File: src/rtl/rbc_pkg.sv
package rbc_pkg;
  typedef enum logic [2:0] {
    ST_IDLE, ST_LOW, ST_HOLD, ST_WAIT, ST_DONE, ST_TOUT
  } rbc_state_e;

  // both clock edges count, so N transitions need ceil(N/2) cycles
  function automatic int unsigned edges_to_cycles(int unsigned edges, int unsigned margin);
    return (edges + 1) / 2 + margin;
  endfunction

  function automatic int unsigned max_u(int unsigned a, int unsigned b);
    return (a > b) ? a : b;
  endfunction
endpackage

File: src/rtl/rbc_sync.sv
module rbc_sync #(
  parameter int unsigned STAGES = 2
) (
  input  logic clk_i,
  input  logic rst_ni,
  input  logic d_i,
  output logic q_o
);
  logic [STAGES-1:0] pipe_q;

  generate
    if (STAGES == 1) begin : g_one
      always_ff @(posedge clk_i or negedge rst_ni) begin
        if (!rst_ni) pipe_q <= '0;
        else         pipe_q <= d_i;
      end
    end else begin : g_many
      always_ff @(posedge clk_i or negedge rst_ni) begin
        if (!rst_ni) pipe_q <= '0;
        else         pipe_q <= {pipe_q[STAGES-2:0], d_i};
      end
    end
  endgenerate

  assign q_o = pipe_q[STAGES-1];
endmodule

File: src/rtl/rbc_strap_reg.sv
module rbc_strap_reg #(
  parameter int unsigned W = 16
) (
  input  logic         clk_i,
  input  logic         rst_ni,
  input  logic         load_i,
  input  logic [W-1:0] d_i,
  output logic [W-1:0] q_o
);
  always_ff @(posedge clk_i or negedge rst_ni) begin
    if (!rst_ni)     q_o <= '0;
    else if (load_i) q_o <= d_i;
  end
endmodule

File: src/rtl/rbc_seq.sv
module rbc_seq
  import rbc_pkg::*;
#(
  parameter int unsigned LOW_CYC  = 14,
  parameter int unsigned HOLD_CYC = 8,
  parameter int unsigned STAT_MIN = 10000,
  parameter int unsigned TOUT_CYC = 51000
) (
  input  logic clk_i,
  input  logic rst_ni,
  input  logic por_ok_i,
  input  logic stat_i,
  output logic load_strap_o,
  output logic full_rst_no,
  output logic strap_oe_o,
  output logic done_o,
  output logic timeout_o,
  output logic early_o
);
  localparam int unsigned CNT_MAX = max_u(max_u(LOW_CYC, HOLD_CYC), TOUT_CYC);
  localparam int unsigned CW      = $clog2(CNT_MAX + 1);
  localparam logic [CW-1:0] LOW_LAST  = CW'(LOW_CYC - 1);
  localparam logic [CW-1:0] HOLD_LAST = CW'(HOLD_CYC - 1);
  localparam logic [CW-1:0] TOUT_LAST = CW'(TOUT_CYC - 1);
  localparam logic [CW-1:0] MIN_C     = CW'(STAT_MIN);

  rbc_state_e state_q, state_d;
  logic [CW-1:0] cnt_q, cnt_d;
  logic early_q, early_d;

  always_comb begin
    state_d = state_q;
    cnt_d   = cnt_q;
    early_d = early_q;
    if (!por_ok_i) begin
      state_d = ST_IDLE;
      cnt_d   = '0;
      early_d = 1'b0;
    end else begin
      case (state_q)
        ST_IDLE: begin
          state_d = ST_LOW;
          cnt_d   = '0;
        end
        ST_LOW: begin
          if (cnt_q == LOW_LAST) begin
            state_d = ST_HOLD;
            cnt_d   = '0;
          end else begin
            cnt_d = cnt_q + 1'b1;
          end
        end
        ST_HOLD: begin
          // counter keeps running: it measures time since full reset rose
          cnt_d = cnt_q + 1'b1;
          if (cnt_q == HOLD_LAST) state_d = ST_WAIT;
        end
        ST_WAIT: begin
          if (stat_i) begin           // status wins over a coincident timeout
            state_d = ST_DONE;
            early_d = (cnt_q < MIN_C);
          end else if (cnt_q == TOUT_LAST) begin
            state_d = ST_TOUT;
          end else begin
            cnt_d = cnt_q + 1'b1;
          end
        end
        default: ;
      endcase
    end
  end

  always_ff @(posedge clk_i or negedge rst_ni) begin
    if (!rst_ni) begin
      state_q <= ST_IDLE;
      cnt_q   <= '0;
      early_q <= 1'b0;
    end else begin
      state_q <= state_d;
      cnt_q   <= cnt_d;
      early_q <= early_d;
    end
  end

  assign load_strap_o = !por_ok_i || (state_q == ST_IDLE);
  assign full_rst_no  = state_q inside {ST_HOLD, ST_WAIT, ST_DONE, ST_TOUT};
  assign strap_oe_o   = state_q inside {ST_IDLE, ST_LOW, ST_HOLD};
  assign done_o       = (state_q == ST_DONE);
  assign timeout_o    = (state_q == ST_TOUT);
  assign early_o      = early_q;
endmodule

File: src/rtl/rst_boot_ctrl.sv
module rst_boot_ctrl
  import rbc_pkg::*;
#(
  parameter int unsigned STRAP_W         = 16,
  parameter int unsigned RST_EDGES       = 24,
  parameter int unsigned SETUP_EDGES     = 12,
  parameter int unsigned HOLD_EDGES      = 12,
  parameter int unsigned MARGIN_CYC      = 2,
  parameter int unsigned STAT_MIN_CYC    = 10000,
  parameter int unsigned STAT_MAX_CYC    = 50000,
  parameter int unsigned STAT_MARGIN_CYC = 1000,
  parameter int unsigned SYNC_STAGES     = 2
) (
  input  logic               clk_i,
  input  logic               rst_ni,
  input  logic               por_ok_i,
  input  logic [STRAP_W-1:0] strap_val_i,
  input  logic               rst_stat_i,
  output logic               full_rst_no,
  output logic [STRAP_W-1:0] strap_o,
  output logic               strap_oe_o,
  output logic               done_o,
  output logic               timeout_o,
  output logic               early_o
);
  // reset low window must cover both the reset rule and the strap setup rule
  localparam int unsigned LOW_CYC  = max_u(edges_to_cycles(RST_EDGES, MARGIN_CYC),
                                           edges_to_cycles(SETUP_EDGES, MARGIN_CYC));
  localparam int unsigned HOLD_CYC = edges_to_cycles(HOLD_EDGES, MARGIN_CYC);
  localparam int unsigned TOUT_CYC = STAT_MAX_CYC + STAT_MARGIN_CYC;

  logic stat_sync;
  logic load_strap;

  rbc_sync #(.STAGES(SYNC_STAGES)) u_sync (
    .clk_i (clk_i),
    .rst_ni(rst_ni),
    .d_i   (rst_stat_i),
    .q_o   (stat_sync)
  );

  rbc_strap_reg #(.W(STRAP_W)) u_strap (
    .clk_i (clk_i),
    .rst_ni(rst_ni),
    .load_i(load_strap),
    .d_i   (strap_val_i),
    .q_o   (strap_o)
  );

  rbc_seq #(
    .LOW_CYC (LOW_CYC),
    .HOLD_CYC(HOLD_CYC),
    .STAT_MIN(STAT_MIN_CYC),
    .TOUT_CYC(TOUT_CYC)
  ) u_seq (
    .clk_i       (clk_i),
    .rst_ni      (rst_ni),
    .por_ok_i    (por_ok_i),
    .stat_i      (stat_sync),
    .load_strap_o(load_strap),
    .full_rst_no (full_rst_no),
    .strap_oe_o  (strap_oe_o),
    .done_o      (done_o),
    .timeout_o   (timeout_o),
    .early_o     (early_o)
  );
endmodule

File: config.mk
export PLATFORM = sky130hd
export DESIGN_NAME = rst_boot_ctrl
export DESIGN_NICKNAME = d
export VERILOG_FILES = /design/src/rtl/rbc_pkg.sv /design/src/rtl/rbc_sync.sv /design/src/rtl/rbc_strap_reg.sv /design/src/rtl/rbc_seq.sv /design/src/rtl/rst_boot_ctrl.sv
export SDC_FILE = /design/constraint.sdc
export NUM_CORES = 1
export LEC_CHECK = 0
export ABC_AREA = 1
export BUFFER_PORTS_ARGS = -buffer_cell sky130_fd_sc_hd__buf_2
export CORE_MARGIN = 10
export CORE_UTILIZATION = 40
export DETAILED_ROUTE_END_ITERATION = 10
export GPL_ROUTABILITY_DRIVEN = 0
export HOLD_SLACK_MARGIN = 0.03
export SLEW_MARGIN = 20
export SYNTH_ARGS = -nofsm -noshare
export SYNTH_HDL_FRONTEND = slang
export SYNTH_HIERARCHICAL = 1
export SYNTH_SLANG_ARGS = --single-unit
File: constraint.sdc
create_clock -name clk_i -period 3.4 [get_ports clk_i]
set_clock_uncertainty 0.15 [all_clocks]
set_input_delay 0.34 -clock clk_i [delete_from_list [all_inputs] [get_ports clk_i]]
set_output_delay 0.34 -clock clk_i [all_outputs]
set_load 0.005 [all_outputs]
==> impl.org, run 1 <==
** Route
- Number of iterations in the first detailed-routing pass :: 4
- For this block, the initial DRC count from the detailed router was 118.
- After detailed routing, the number of remaining DRC violations is 0.
- Routed vias :: 2257
- Average wire per standard cell :: 13.2 um
- Using the TritonRoute via totals, the vias-per-cell ratio works out to 4.82.
- The count of nets left with antenna violations once routing finished came out at 0.
- The final layout contains routed wiring with a total length of 6200 um.

** Worst hold path
- Tightest Hold Check Type :: primary input to async pin

** Yosys
- Yosys top cell area share :: 0.388
- Most used flip-flop cell after synthesis :: sky130_fd_sc_hd__dfrtp_1
- The most common cell in the synthesized netlist is sky130_fd_sc_hd__nand2_1.
- EDFF count, synth :: 0
- Post-synth net total :: 374
- Proportion of synthesized chip area in sequential cells :: 0.388
- The biggest area contributor in the post-synthesis netlist is sky130_fd_sc_hd__dfrtp_1.
- Gate Count Post-Synth :: 352
- Unique cell type count in the Yosys netlist :: 32
- Area of the mapped netlist :: 2450 um2
- Synthesis inferred 38 register bits.
- Average cell area after synthesis :: 6.96 um2
- The Yosys step of the flow raised 6 warnings.
- Proportion of synthesized flip-flops having asynchronous set or reset :: 1.00
- By area the synthesized netlist is led by sky130_fd_sc_hd__dfrtp_1 39%, sky130_fd_sc_hd__nand2_1 20%, sky130_fd_sc_hd__nand3_1 7.8%, sky130_fd_sc_hd__nand2_2 4.9%, sky130_fd_sc_hd__inv_1 4.8%.
- Sorting the synthesized cells by how often they occur yields 128 x sky130_fd_sc_hd__nand2_1, 38 x sky130_fd_sc_hd__dfrtp_1, 38 x sky130_fd_sc_hd__nand3_1, 31 x sky130_fd_sc_hd__inv_1, 31 x sky130_fd_sc_hd__nor2_1.

** Clocking
- Number of buffers created by CTS :: 5
- Later-pin clock latency in the skew report :: 290 ps
- TritonCTS built the clock tree.
- Clock buffer depth :: 2
- Clock-pin slew of the registers on the worst-case setup and hold paths :: 80 ps
- Number of gates resized after cts :: 0
- Cell at the root of the clock tree :: sky130_fd_sc_hd__clkbuf_8
- CTS built an H-tree with a depth of 2.
- Num Clock Sinks :: 38

** Power
- Sequential power share :: 0.393
- Across the VDD grid, the largest voltage drop is 0.000330 V.
- Total power per unit cell area :: 558 nW/um2
- Switching power total :: 0.000547 W
- Summed over all cells, the static leakage comes to 1.50 nW.
- The internal portion of the total power is 0.00103 W.
- The share of total power dissipated in the clock network is 0.306.
- Of the total power, the share spent switching nets is 0.347.
- Combinational share of power :: 0.301

** Final layout
- Share of post-route cells with drive strength above 1 :: 0.219
- P&R area growth vs syn :: 15.1%
- Area taken by multi-input logic gates :: 1250 um2
- Antenna fix cells :: 0
- Cell area after layout :: 2820 um2
- Number of fillers in the final layout :: 629
- Sequential cell area :: 951 um2
- Post-Layout Cell Count :: 468
- Final layout net count :: 414

** Floorplan
- Die outline width :: 98.2 um
- The initial utilization of the core area, before any placement, comes to 0.414.
- Chip Height :: 98.2 um
- 41 I/O pins were placed.
- Number of standard-cell rows in the floorplan :: 28
- Placeable core region :: 5920 um2
- Die footprint :: 9650 um2

** Timing
- Headroom to the max-slew limit came out at 0.404.
- For the pin with the worst max-slew slack, the measured transition is 893 ps.
- Setup total negative slack on the finished layout was measured at 0 ps.
- The final number of max-transition violations is 0.
- Setup violations remaining at the end of the flow were counted as 0.
- Setup repair after global routing left no endpoint under its margin.
- Maximum clock frequency :: 482 MHz
- Fin. Hold Viols :: 0
- In the finished design, the share of the clock period the worst path needs comes to 0.610.
- Subtracting the final worst setup slack from the clock period gives 2070 ps.

** Critical path
- Type of element launching the critical path :: flip-flop
- The critical path is of the flip-flop to flip-flop type.
- For this run, the slowest stage of the critical path takes 480 ps.
- The cell that appears most often on the critical path is sky130_fd_sc_hd__nand2_2.
- STA classifies the critical path endpoint as a flip-flop.
- The critical path goes through ha_1, nand2_2, clkinv_1, nand2_2, nor2_2, nand2_2, nand2_4, a21boi_4, nand3_1, nand2_1.
- Worst Path Required :: 3480 ps
- Beginning of the critical path :: u_seq/cnt_q[0]
- Last element of the critical path :: u_seq/cnt_q[5]
- The number of cells on the worst reg-to-reg path is 10.
- For this design, the slowest cell found on the critical path is sky130_fd_sc_hd__dfrtp_1.
- Destination of the worst register-to-register timing path :: u_seq/cnt_q[5]
- Arrival @ worst endpoint :: 2160 ps
- The worst register-to-register path begins at u_seq/cnt_q[0].
- Setup slack on the worst reg-to-reg path comes out at 1330 ps.
- In this run the worst path has a maximum fanout of 14.

** Outcome
- Run status :: complete, no violations

** Global route
- The first global-routing pass estimated 10500 um of wire.
- The number of antenna violations at the first check in global routing came to 0.
- Via count of the first global-routing pass :: 2158
- The total overflow left after global routing is 0.
- Across every metal layer, demand over resource in global routing totals 0.128.
- Entering global routing, the biggest net connects 39 pins.

** Placement
- In this run the tool buffered the top-level ports with 40 buffer cells.
- Placed cells :: 459
- The wire-length estimate of the detail-placed layout is 4520 um.
- In this run the cell area measured after placement is 2670 um2.

** Run
- Max cap viols :: 0
[sequential cells by signal, summed over array words and instances (netlist names)]
signal,flops
u_seq/cnt_q,16
u_sync/pipe_q,2
u_strap/q_o,16
u_seq/state_q,3
u_seq/early_o,1
[routing by layer]
layer,track usage,share of wire
met5,0,0
met4,0.0243,0.0074
met3,0.0261,0.046
met2,0.216,0.47
met1,0.165,0.47
[metrics by stage]
| step | utilization | power, W | hold slack (ps) | worst slack, ps |
|---|---|---|---|---|
| 4_1_cts | 0.476 | 0.00160 | 42.6 | 1330 |
| 2_1_floorplan | - | 0.000948 | -106 | 1600 |
| 3_5_place_dp | 0.450 | 0.00111 | 186 | 1350 |
| 5_1_grt | 0.476 | 0.00169 | 86.9 | 1170 |
| 3_3_place_gp | 0.450 | 0.00110 | 185 | 1390 |
| 6_report | 0.476 | 0.00157 | 15.9 | 1330 |
[layout make-up]
cell class                 instances  share of cell area
timing repair buffer              43              0.0799
clock inverter                     2              0.0213
sequential                        38               0.337
multi-input combinational        265               0.445
tap                               75              0.0333
inverter                          39              0.0537
clock buffer                       6              0.0293
[critical path, delay by kind of cell, from the launching register on]
family / cells / cell delay, ps
AO/OA/AOI/OAI: 1 / 400
buffers and inverters: 1 / 90
AND/OR/NAND/NOR: 7 / 600
flip-flops: 1 / 480
adder cells (fa/ha/maj): 1 / 300
[worst min-delay path by stage]
stage                           from          endpoint  slack, ps  cells after the start
global route                  rst_ni   u_seq/cnt_q[13]         90                      1
floorplan                     rst_ni    u_seq/cnt_q[0]       -110                      0
finish                        rst_ni   u_seq/cnt_q[13]         20                      1
detailed placement  u_sync/pipe_q[0]  u_sync/pipe_q[1]        190                      0
global placement    u_sync/pipe_q[0]  u_sync/pipe_q[1]        190                      0
CTS                           rst_ni   u_seq/cnt_q[13]         40                      1
[power groups by stage]
stage                     Sequential (W)  Clock (W)  Combinational (W)
final                           0.000619   0.000481           0.000473
after global routing            0.000636   0.000519           0.000539
after CTS                       0.000620   0.000498           0.000484
after detailed placement        0.000628          0           0.000482
after global placement          0.000625          0           0.000476
after floorplan                 0.000627          0           0.000321
[cells by family (layout without fill, tap and decap cells)]
| group | Yosys count | after routing | synth area share |
|---|---|---|---|
| AND/OR/NAND/NOR | 236 | 236 | 0.434 |
| adder cells (fa/ha/maj) | 2 | 2 | 0.0102 |
| buffers and inverters | 49 | 90 | 0.0996 |
| flip-flops | 38 | 38 | 0.388 |
| XOR/XNOR | 2 | 2 | 0.00716 |
| AO/OA/AOI/OAI | 25 | 25 | 0.0603 |
[timing repair]
action	in CTS	in global routing
buffers inserted	0	0
hold endpoints to repair	1	0
hold buffers	1	0
[layout by cell type, fill, tap and decap left out, types with 5 or more instances in the layout]
cell	instances
sky130_fd_sc_hd__nand2_1	128
sky130_fd_sc_hd__buf_2	40
sky130_fd_sc_hd__nand3_1	38
sky130_fd_sc_hd__dfrtp_1	38
sky130_fd_sc_hd__inv_1	31
sky130_fd_sc_hd__nor2_1	31
sky130_fd_sc_hd__nand2_2	19
sky130_fd_sc_hd__a21oi_1	8
sky130_fd_sc_hd__o21ai_0	7
sky130_fd_sc_hd__clkbuf_8	6
sky130_fd_sc_hd__o21ai_1	6
sky130_fd_sc_hd__inv_2	6
sky130_fd_sc_hd__nand4_1	5
(Power assumes the default switching activity.)
==> run 2, diff against run 1 <==
Clock period 3.4 ns to 2.05 ns, I/O delays scaled along.
==> run 2 against run 1 <==
Wire length grew 2.6%; global-route usage up 0.63 points; combinational power up 85%; non-clock buffer count grew 22; via count rose by 5.1%; setup slack worse by 1100 ps; die area stayed put; count of clock-buffer cells in the layout stayed put; clock power increased by 36%; register-to-register slack worse by 1100 ps; sequential power rose by 63%; critical endpoint is now full_rst_no; largest cell class unchanged.
==> impl.org, run 2 (same netlist as run 1, synthesis figures left out) <==
** Timing
- The final number of max-transition violations came to 0 (unchanged).
- Final total negative setup slack :: 0 ps (unchanged)
- The hold slack was 123 ps (+107 ps).
- The headroom to the max-slew limit is 0.669 (+0.264).
- The final setup violation count came to 0 (unchanged).
- Setup slack of the critical path after layout :: 213 ps (-1110 ps)
- The smallest clock period supported by the final layout is computed as 1840 ps.
- Of the available clock period, the critical path in the final layout requires 0.896.
- Setup repair after global routing missed its margin :: no
- The final hold violation count came to 0 (unchanged).
- Maximum clock frequency :: 544 MHz
- The actual slew at the worst max-slew pin was 497 ps (-396 ps).

** Clocking
- Number of buffers created by CTS :: 5 (unchanged)
- Clock-pin slew of the registers on the worst-case setup and hold paths :: 70 ps (about the same)
- Later-pin clock latency in the skew report :: 290 ps (about the same)
- TritonCTS built the clock tree.
- The tree is rooted in a sky130_fd_sc_hd__clkbuf_8.
- The maximum buffer depth of the clock tree is 2 (unchanged).
- H-tree levels :: 2 (unchanged)
- The CTS sink count came to 38 (unchanged).
- The buffer count from post-CTS setup fixing is 0 (unchanged).

** Final layout
- Compared with the post-synthesis result, the final layout area differs by 22.8%.
- Antenna fix cells :: 0 (unchanged)
- The final standard cell count with taps included and fillers excluded was 489 (+4.5%).
- The largest registers in the layout are u_seq/cnt_q: 16 flops, u_strap/q_o: 16 flops, u_seq/state_q: 3 flops.
- Most frequent standard cell in the layout excluding fill and tap cells :: sky130_fd_sc_hd__nand2_1
- Number of fillers in the final layout :: 605 (-3.8%)
- The layout cell share with drive strength beyond 1 came to 0.217 (-0.00144).
- Final layout net count :: 436 (+5.3%)
- The top cell types in the final layout, fill and taps aside, are 128 x sky130_fd_sc_hd__nand2_1, 40 x sky130_fd_sc_hd__buf_2, 38 x sky130_fd_sc_hd__nand3_1, 38 x sky130_fd_sc_hd__dfrtp_1.

** Route
- Detailed-route vias per instance :: 4.85 (+0.62%)
- The starting DRC count in detailed routing is 157 (+33%).
- The total iterations of the first detailed-routing run came to 4 (unchanged).
- The total number of vias came to 2373 (+5.1%).
- The DRC violation count after routing came to 0 (unchanged).
- Antenna violation net count after detailed routing :: 0 (unchanged)
- Average wire per standard cell :: 13.0 um (-1.8%)
- The total wire length came to 6360 um (+2.6%).

** Critical path
- Sequence of cells on the critical path :: nor2_4, or3_1, buf_2
- The worst-case register-to-register setup slack was 230 ps (-1100 ps).
- Maximum single-stage delay on the critical path :: 540 ps (+60 ps)
- Beginning of the critical path :: u_seq/state_q[2]
- Worst Path Required :: 1690 ps (-1790 ps)
- Critical Path Fanout Max :: 10 (-4)
- Cell class contributing the biggest share of worst-path delay :: flip-flops
- The total buffers and inverters traversed by the critical path came to 1 (unchanged).
- CP endpoint kind :: primary output
- R2R Path Start :: u_seq/cnt_q[1]
- The critical path is of the flip-flop to primary output type.
- STA classifies the critical path startpoint as a flip-flop.
- The data arrival time of the critical path is 1480 ps (-680 ps).
- Slowest cell on crit path :: sky130_fd_sc_hd__dfrtp_1

** Outcome
- The flow ran to the end, and the final reports show no timing, DRC or antenna violations.

** Placement
- The number of placed cells counting well taps came to 464 (+1.1%).
- The number of input and output port buffers inserted came to 40 (unchanged).
- The worst setup slack after placement was 245 ps (-1100 ps).
- The post-detailed-placement half-perimeter wirelength is 4600 um (+1.7%).

** Global route
- GRT Total Usage :: 0.134 (+0.00626)
- Global-route congestion overflow total :: 0 (unchanged)
- Pin count of the biggest net entering global routing :: 39 (unchanged)
- The number of antenna violations at the first check in global routing came to 0 (unchanged).
- Via count of the first global-routing pass :: 2284 (+5.8%)
- Global-route wire length before repair :: 11000 um (+4.7%)

** Worst hold path
- The worst hold path begins at por_ok_i.
- In this run the worst hold path is classified as primary input to flip-flop.

** Power
- Part of the total power dissipated in the clock network :: 0.257 (-0.049)
- Combinational share of power :: 0.345 (+0.044)
- Static leakage power :: 1.59 nW (+5.8%)
- Total power per unit cell area :: 843 nW/um2 (+51%)
- IR drop worst, VDD :: 0.000623 V (+89%)
- Cell-internal power :: 0.00163 W (+59%)
- The switching component of the power is 0.000906 W (+66%).
- Switching share of power :: 0.357 (+0.00983)
- Power, Total :: 0.00254 W (+61%)
- The power share of the sequential group was 0.398 (+0.005).

** Floorplan
- The initial cell density of the core was 0.414 (unchanged).
- The I/O pin count came to 41 (unchanged).
- The area of the die came to 9650 um2 (unchanged).
- Placeable core region :: 5920 um2 (unchanged)
- Die outline width :: 98.2 um (unchanged)
- Number of standard-cell rows in the floorplan :: 28 (unchanged)
- The floorplan die height came to 98.2 um (unchanged).

** Run
- The number of max-capacitance violations reported is 0 (unchanged).
-- run 2: power by group through the flow --
stage	Clock [W]	Sequential [W]	Combinational (W)
4_1_cts	0.000677	0.00101	0.000892
3_3_place_gp	0	0.00102	0.000849
3_5_place_dp	0	0.00102	0.000860
5_1_grt	0.000712	0.00104	0.00100
6_report	0.000653	0.00101	0.000875
2_1_floorplan	0	0.00104	0.000533
-- run 2: worst reg2reg max path: stages (launching register included) --
cell and delay, ps:
sky130_fd_sc_hd__dfrtp_1 430, sky130_fd_sc_hd__ha_1 270, sky130_fd_sc_hd__nand2_2 110, sky130_fd_sc_hd__clkinv_1 90, sky130_fd_sc_hd__nand2_2 80, sky130_fd_sc_hd__nor2_2 40, sky130_fd_sc_hd__nand2_2 80, sky130_fd_sc_hd__nand2_4 70
sky130_fd_sc_hd__a21boi_4 150, sky130_fd_sc_hd__buf_12 150, sky130_fd_sc_hd__nand3_1 80, sky130_fd_sc_hd__nand2_1 60
-- run 2: worst paths after layout --
check / endpoint / cells after the start
worst min register to register: u_sync/pipe_q[1] / 0
max in group asynchronous: u_strap/q_o[15] / 3
worst max register to register: u_seq/cnt_q[13] / 11
worst min-delay path: u_seq/cnt_q[15] / 3
worst max-delay path: full_rst_no / 3
min in group asynchronous: u_seq/cnt_q[12] / 3
-- run 2: cell type report --
| class | instances | area (um2) | share of cell area |
|---|---|---|---|
| sequential | 38 | 951 | 0.316 |
| multi-input combinational | 265 | 1250 | 0.417 |
| clock buffer | 6 | 82.6 | 0.0275 |
| timing repair buffer | 65 | 445 | 0.148 |
| inverter | 39 | 151 | 0.0503 |
| tap | 75 | 93.8 | 0.0312 |
| clock inverter | 1 | 30.0 | 0.00998 |
-- run 2: per-stage QoR --
stage / instance area, um2 / util
3_5_place_dp: 2720 / 0.459
4_1_cts: 3010 / 0.508
5_1_grt: 3010 / 0.508
3_3_place_gp: 2720 / 0.459
6_report: 3010 / 0.508
2_1_floorplan: 2450 / -
-- run 2: repair_timing --
item                                   CTS  global route
resized for setup                        0             0
endpoints found under the hold margin   55             0
hold buffers                            18             0
-- run 2: layer usage --
metal	track usage	share of wire	vias up
met5	0	0	-
met4	0.0331	0.0099	0
met3	0.0317	0.034	9
met2	0.226	0.49	38
met1	0.168	0.47	1096
li1	-	-	1230
==> run 3, diff against run 2 <==
Settings changed: BUFFER_PORTS_ARGS -buffer_cell sky130_fd_sc_hd__buf_2 to unset, DONT_BUFFER_PORTS set to 1.
==> run 3 against run 2 <==
Global-route usage down 0.19 points; non-clock buffer count shrank 36; setup slack improved by 33 ps; hold slack worse by 80 ps; count of clock-buffer cells in the layout did not move; cell count is 7.2% lower; first-iteration DRC count rose by 15%; sequential power grew 5%; combinational power is 18% lower; largest cell class unchanged; critical path type is now flip-flop to flip-flop; via count down 5.9%; design area is 6.2% lower; sequential cell count is the same.
==> impl.org, run 3 (same netlist as run 1, synthesis figures left out) <==
** Critical path
- CP endpoint kind :: flip-flop
- Arrival @ worst endpoint :: 1890 ps (+410 ps)
- Beginning of the critical path :: u_seq/cnt_q[1]
- Critical Path Fanout Max :: 7 (-3)
- Type of element launching the critical path :: flip-flop
- The required time at the worst-slack endpoint is 2140 ps (+450 ps).
- WS Path Type :: flip-flop to flip-flop
- The worst register-to-register path begins at u_seq/cnt_q[1].

** Final layout
- Post-route core utilization :: 0.477 (-0.0313)
- Compared with the post-synthesis result, the final layout area differs by 15.3%.
- Number of fillers in the final layout :: 602 (-0.50%)
- Area taken by multi-input logic gates :: 1250 um2 (unchanged)
- Sequential cell area :: 951 um2 (unchanged)
- Most frequent standard cell in the layout excluding fill and tap cells :: sky130_fd_sc_hd__nand2_1
- Highest-count cells in the layout ignoring fill and taps :: 128 x sky130_fd_sc_hd__nand2_1, 38 x sky130_fd_sc_hd__nand3_1, 38 x sky130_fd_sc_hd__dfrtp_1
- Largest registers :: u_seq/cnt_q: 16 flops, u_strap/q_o: 16 flops, u_seq/state_q: 3 flops
- The layout cell share with drive strength beyond 1 is 0.142 (-0.0749).
- The final net count was 400 (-8.3%).
- The number of diodes added for antenna fixing came to 0 (unchanged).

** Worst hold path
- The worst hold path begins at por_ok_i.
- In this run the worst hold path is classified as primary input to flip-flop.

** Clocking
- Cell at the root of the clock tree :: sky130_fd_sc_hd__clkbuf_8
- The CTS sink count came to 38 (unchanged).
- The maximum buffer depth of the clock tree was 2 (unchanged).
- Number of buffers created by CTS :: 5 (unchanged)
- CTS tree :: yes
- Later-pin clock latency in the skew report :: 300 ps (about the same)
- H-tree levels :: 2 (unchanged)
- The buffer count from post-CTS setup fixing was 0 (unchanged).
- Clock-pin slew of the registers on the worst-case setup and hold paths :: 80 ps (about the same)

** Global route
- Number of antenna violations at the first check in global routing :: 0 (unchanged)
- The combined global-route utilization of all metal layers was 0.132 (-0.00188).
- Global-route wire length before repair :: 10800 um (-1.8%)
- The pin count of the biggest net entering global routing is 39 (unchanged).
- The overflow left after global routing came to 0 (unchanged).
- Via count of the first global-routing pass :: 2182 (-4.5%)

** Route
- The DRC violation count after routing was 0 (unchanged).
- Antenna violation net count after detailed routing :: 0 (unchanged)
- The routed wire length per instance was 13.8 um (+6.2%).
- The starting DRC count in detailed routing came to 181 (+15%).
- Detailed-route vias per instance :: 4.92 (+1.4%)
- Final routed wirelength across all metal layers :: 6270 um (-1.4%)
- Number of iterations in the first detailed-routing pass :: 4 (unchanged)
- Routed vias :: 2233 (-5.9%)

** Floorplan
- The core area is 5920 um2 (unchanged).
- The floorplan die height came to 98.2 um (unchanged).
- The initial cell density of the core came to 0.414 (unchanged).
- Number of standard-cell rows in the floorplan :: 28 (unchanged)
- The I/O pin count was 41 (unchanged).
- The area of the die came to 9650 um2 (unchanged).
- The chip width came to 98.2 um (unchanged).

** Timing
- Least-Margin Pin Slew :: 653 ps (+156 ps)
- Maximum clock frequency :: 554 MHz (+1.8%)
- The headroom to the max-slew limit came to 0.563 (-0.105).
- Share of the clock period used by the worst path :: 0.880 (-0.0160)
- The final number of max-transition violations came to 0 (unchanged).
- Fin. Hold Viols :: 0 (unchanged)
- Final total negative setup slack :: 0 ps (unchanged)
- The final setup violation count came to 0 (unchanged).
- Post-layout minimum cycle time :: 1800 ps (-32.8 ps)
- Setup repair after global routing left no endpoint under its margin.
- Hold slack :: 43.2 ps (-79.8 ps)

** Placement
- The number of input and output port buffers inserted was 0 (-100%).
- DP Wirelength :: 4440 um (-3.4%)

** Power
- The power consumption came to 0.00233 W (-8.0%).
- IR drop worst, VDD :: 0.000632 V (+1.4%)
- The static leakage power was 1.43 nW (-9.8%).
- Total power per unit cell area :: 827 nW/um2 (-1.9%)

** Run
- The number of max-capacitance violations reported came to 0 (unchanged).

** Outcome
- Run status :: complete, no violations
[run 3: path summary, 6_finish.rpt]
check,endpoint,slack (ps),depth (start not counted)
min in group asynchronous,u_seq/cnt_q[9],200,2
worst min register to register,u_sync/pipe_q[1],200,0
worst max register to register,u_seq/cnt_q[15],250,11
max in group asynchronous,u_strap/q_o[11],1340,2
worst min-delay path,u_seq/early_o,40,2
worst max-delay path,u_seq/cnt_q[15],250,11
[run 3: through the flow]
step / instances / setup WS, ps / area [um2]
floorplan: 352 / 254 / 2450
global placement: 426 / 320 / 2520
detailed placement: 426 / 296 / 2520
CTS: 454 / 240 / 2820
global route: 454 / 60.6 / 2820
finish: 454 / 246 / 2820
[run 3: layout make-up]
| class | count | area share |
|---|---|---|
| Clock buffer | 6 | 0.0293 |
| Clock inverter | 2 | 0.00443 |
| Inverter | 39 | 0.0536 |
| Multi-Input combinational cell | 265 | 0.444 |
| Sequential cell | 38 | 0.337 |
| Tap cell | 75 | 0.0332 |
| Timing Repair Buffer | 29 | 0.0984 |
[run 3: per-layer routing]
metal  GRT usage  wire length [um]  vias up
met5           0                 0        -
met1       0.176              2880     1020
met4      0.0320                31        0
li1            -                 -     1153
met3      0.0282               377        4
met2       0.213              2980       56
[run 3: worst max-delay path, cell delays in order, from the launching register on]
cell and delay, ps:
sky130_fd_sc_hd__dfrtp_1 440, sky130_fd_sc_hd__ha_1 230, sky130_fd_sc_hd__nand2_2 90, sky130_fd_sc_hd__clkinv_1 90, sky130_fd_sc_hd__nand2_2 70, sky130_fd_sc_hd__nor2_2 40, sky130_fd_sc_hd__nand2_2 80, sky130_fd_sc_hd__nand2_4 70
sky130_fd_sc_hd__a21boi_4 130, sky130_fd_sc_hd__buf_4 160, sky130_fd_sc_hd__nand3_1 80, sky130_fd_sc_hd__nand2_1 90
[run 3: repair_timing]
action,4_1_cts,5_1_grt
hold buffers,20,0
resized for setup,0,0
endpoints found under the hold margin,71,0
[run 3: where the power goes]
group / internal [W] / leakage [nW] / switching (W)
registers: 0.000903 / 0.489 / 0.000154
clock network: 0.000271 / 0.0472 / 0.000291
logic: 0.000255 / 0.898 / 0.000461
total: 0.00143 / 1.43 / 0.000906
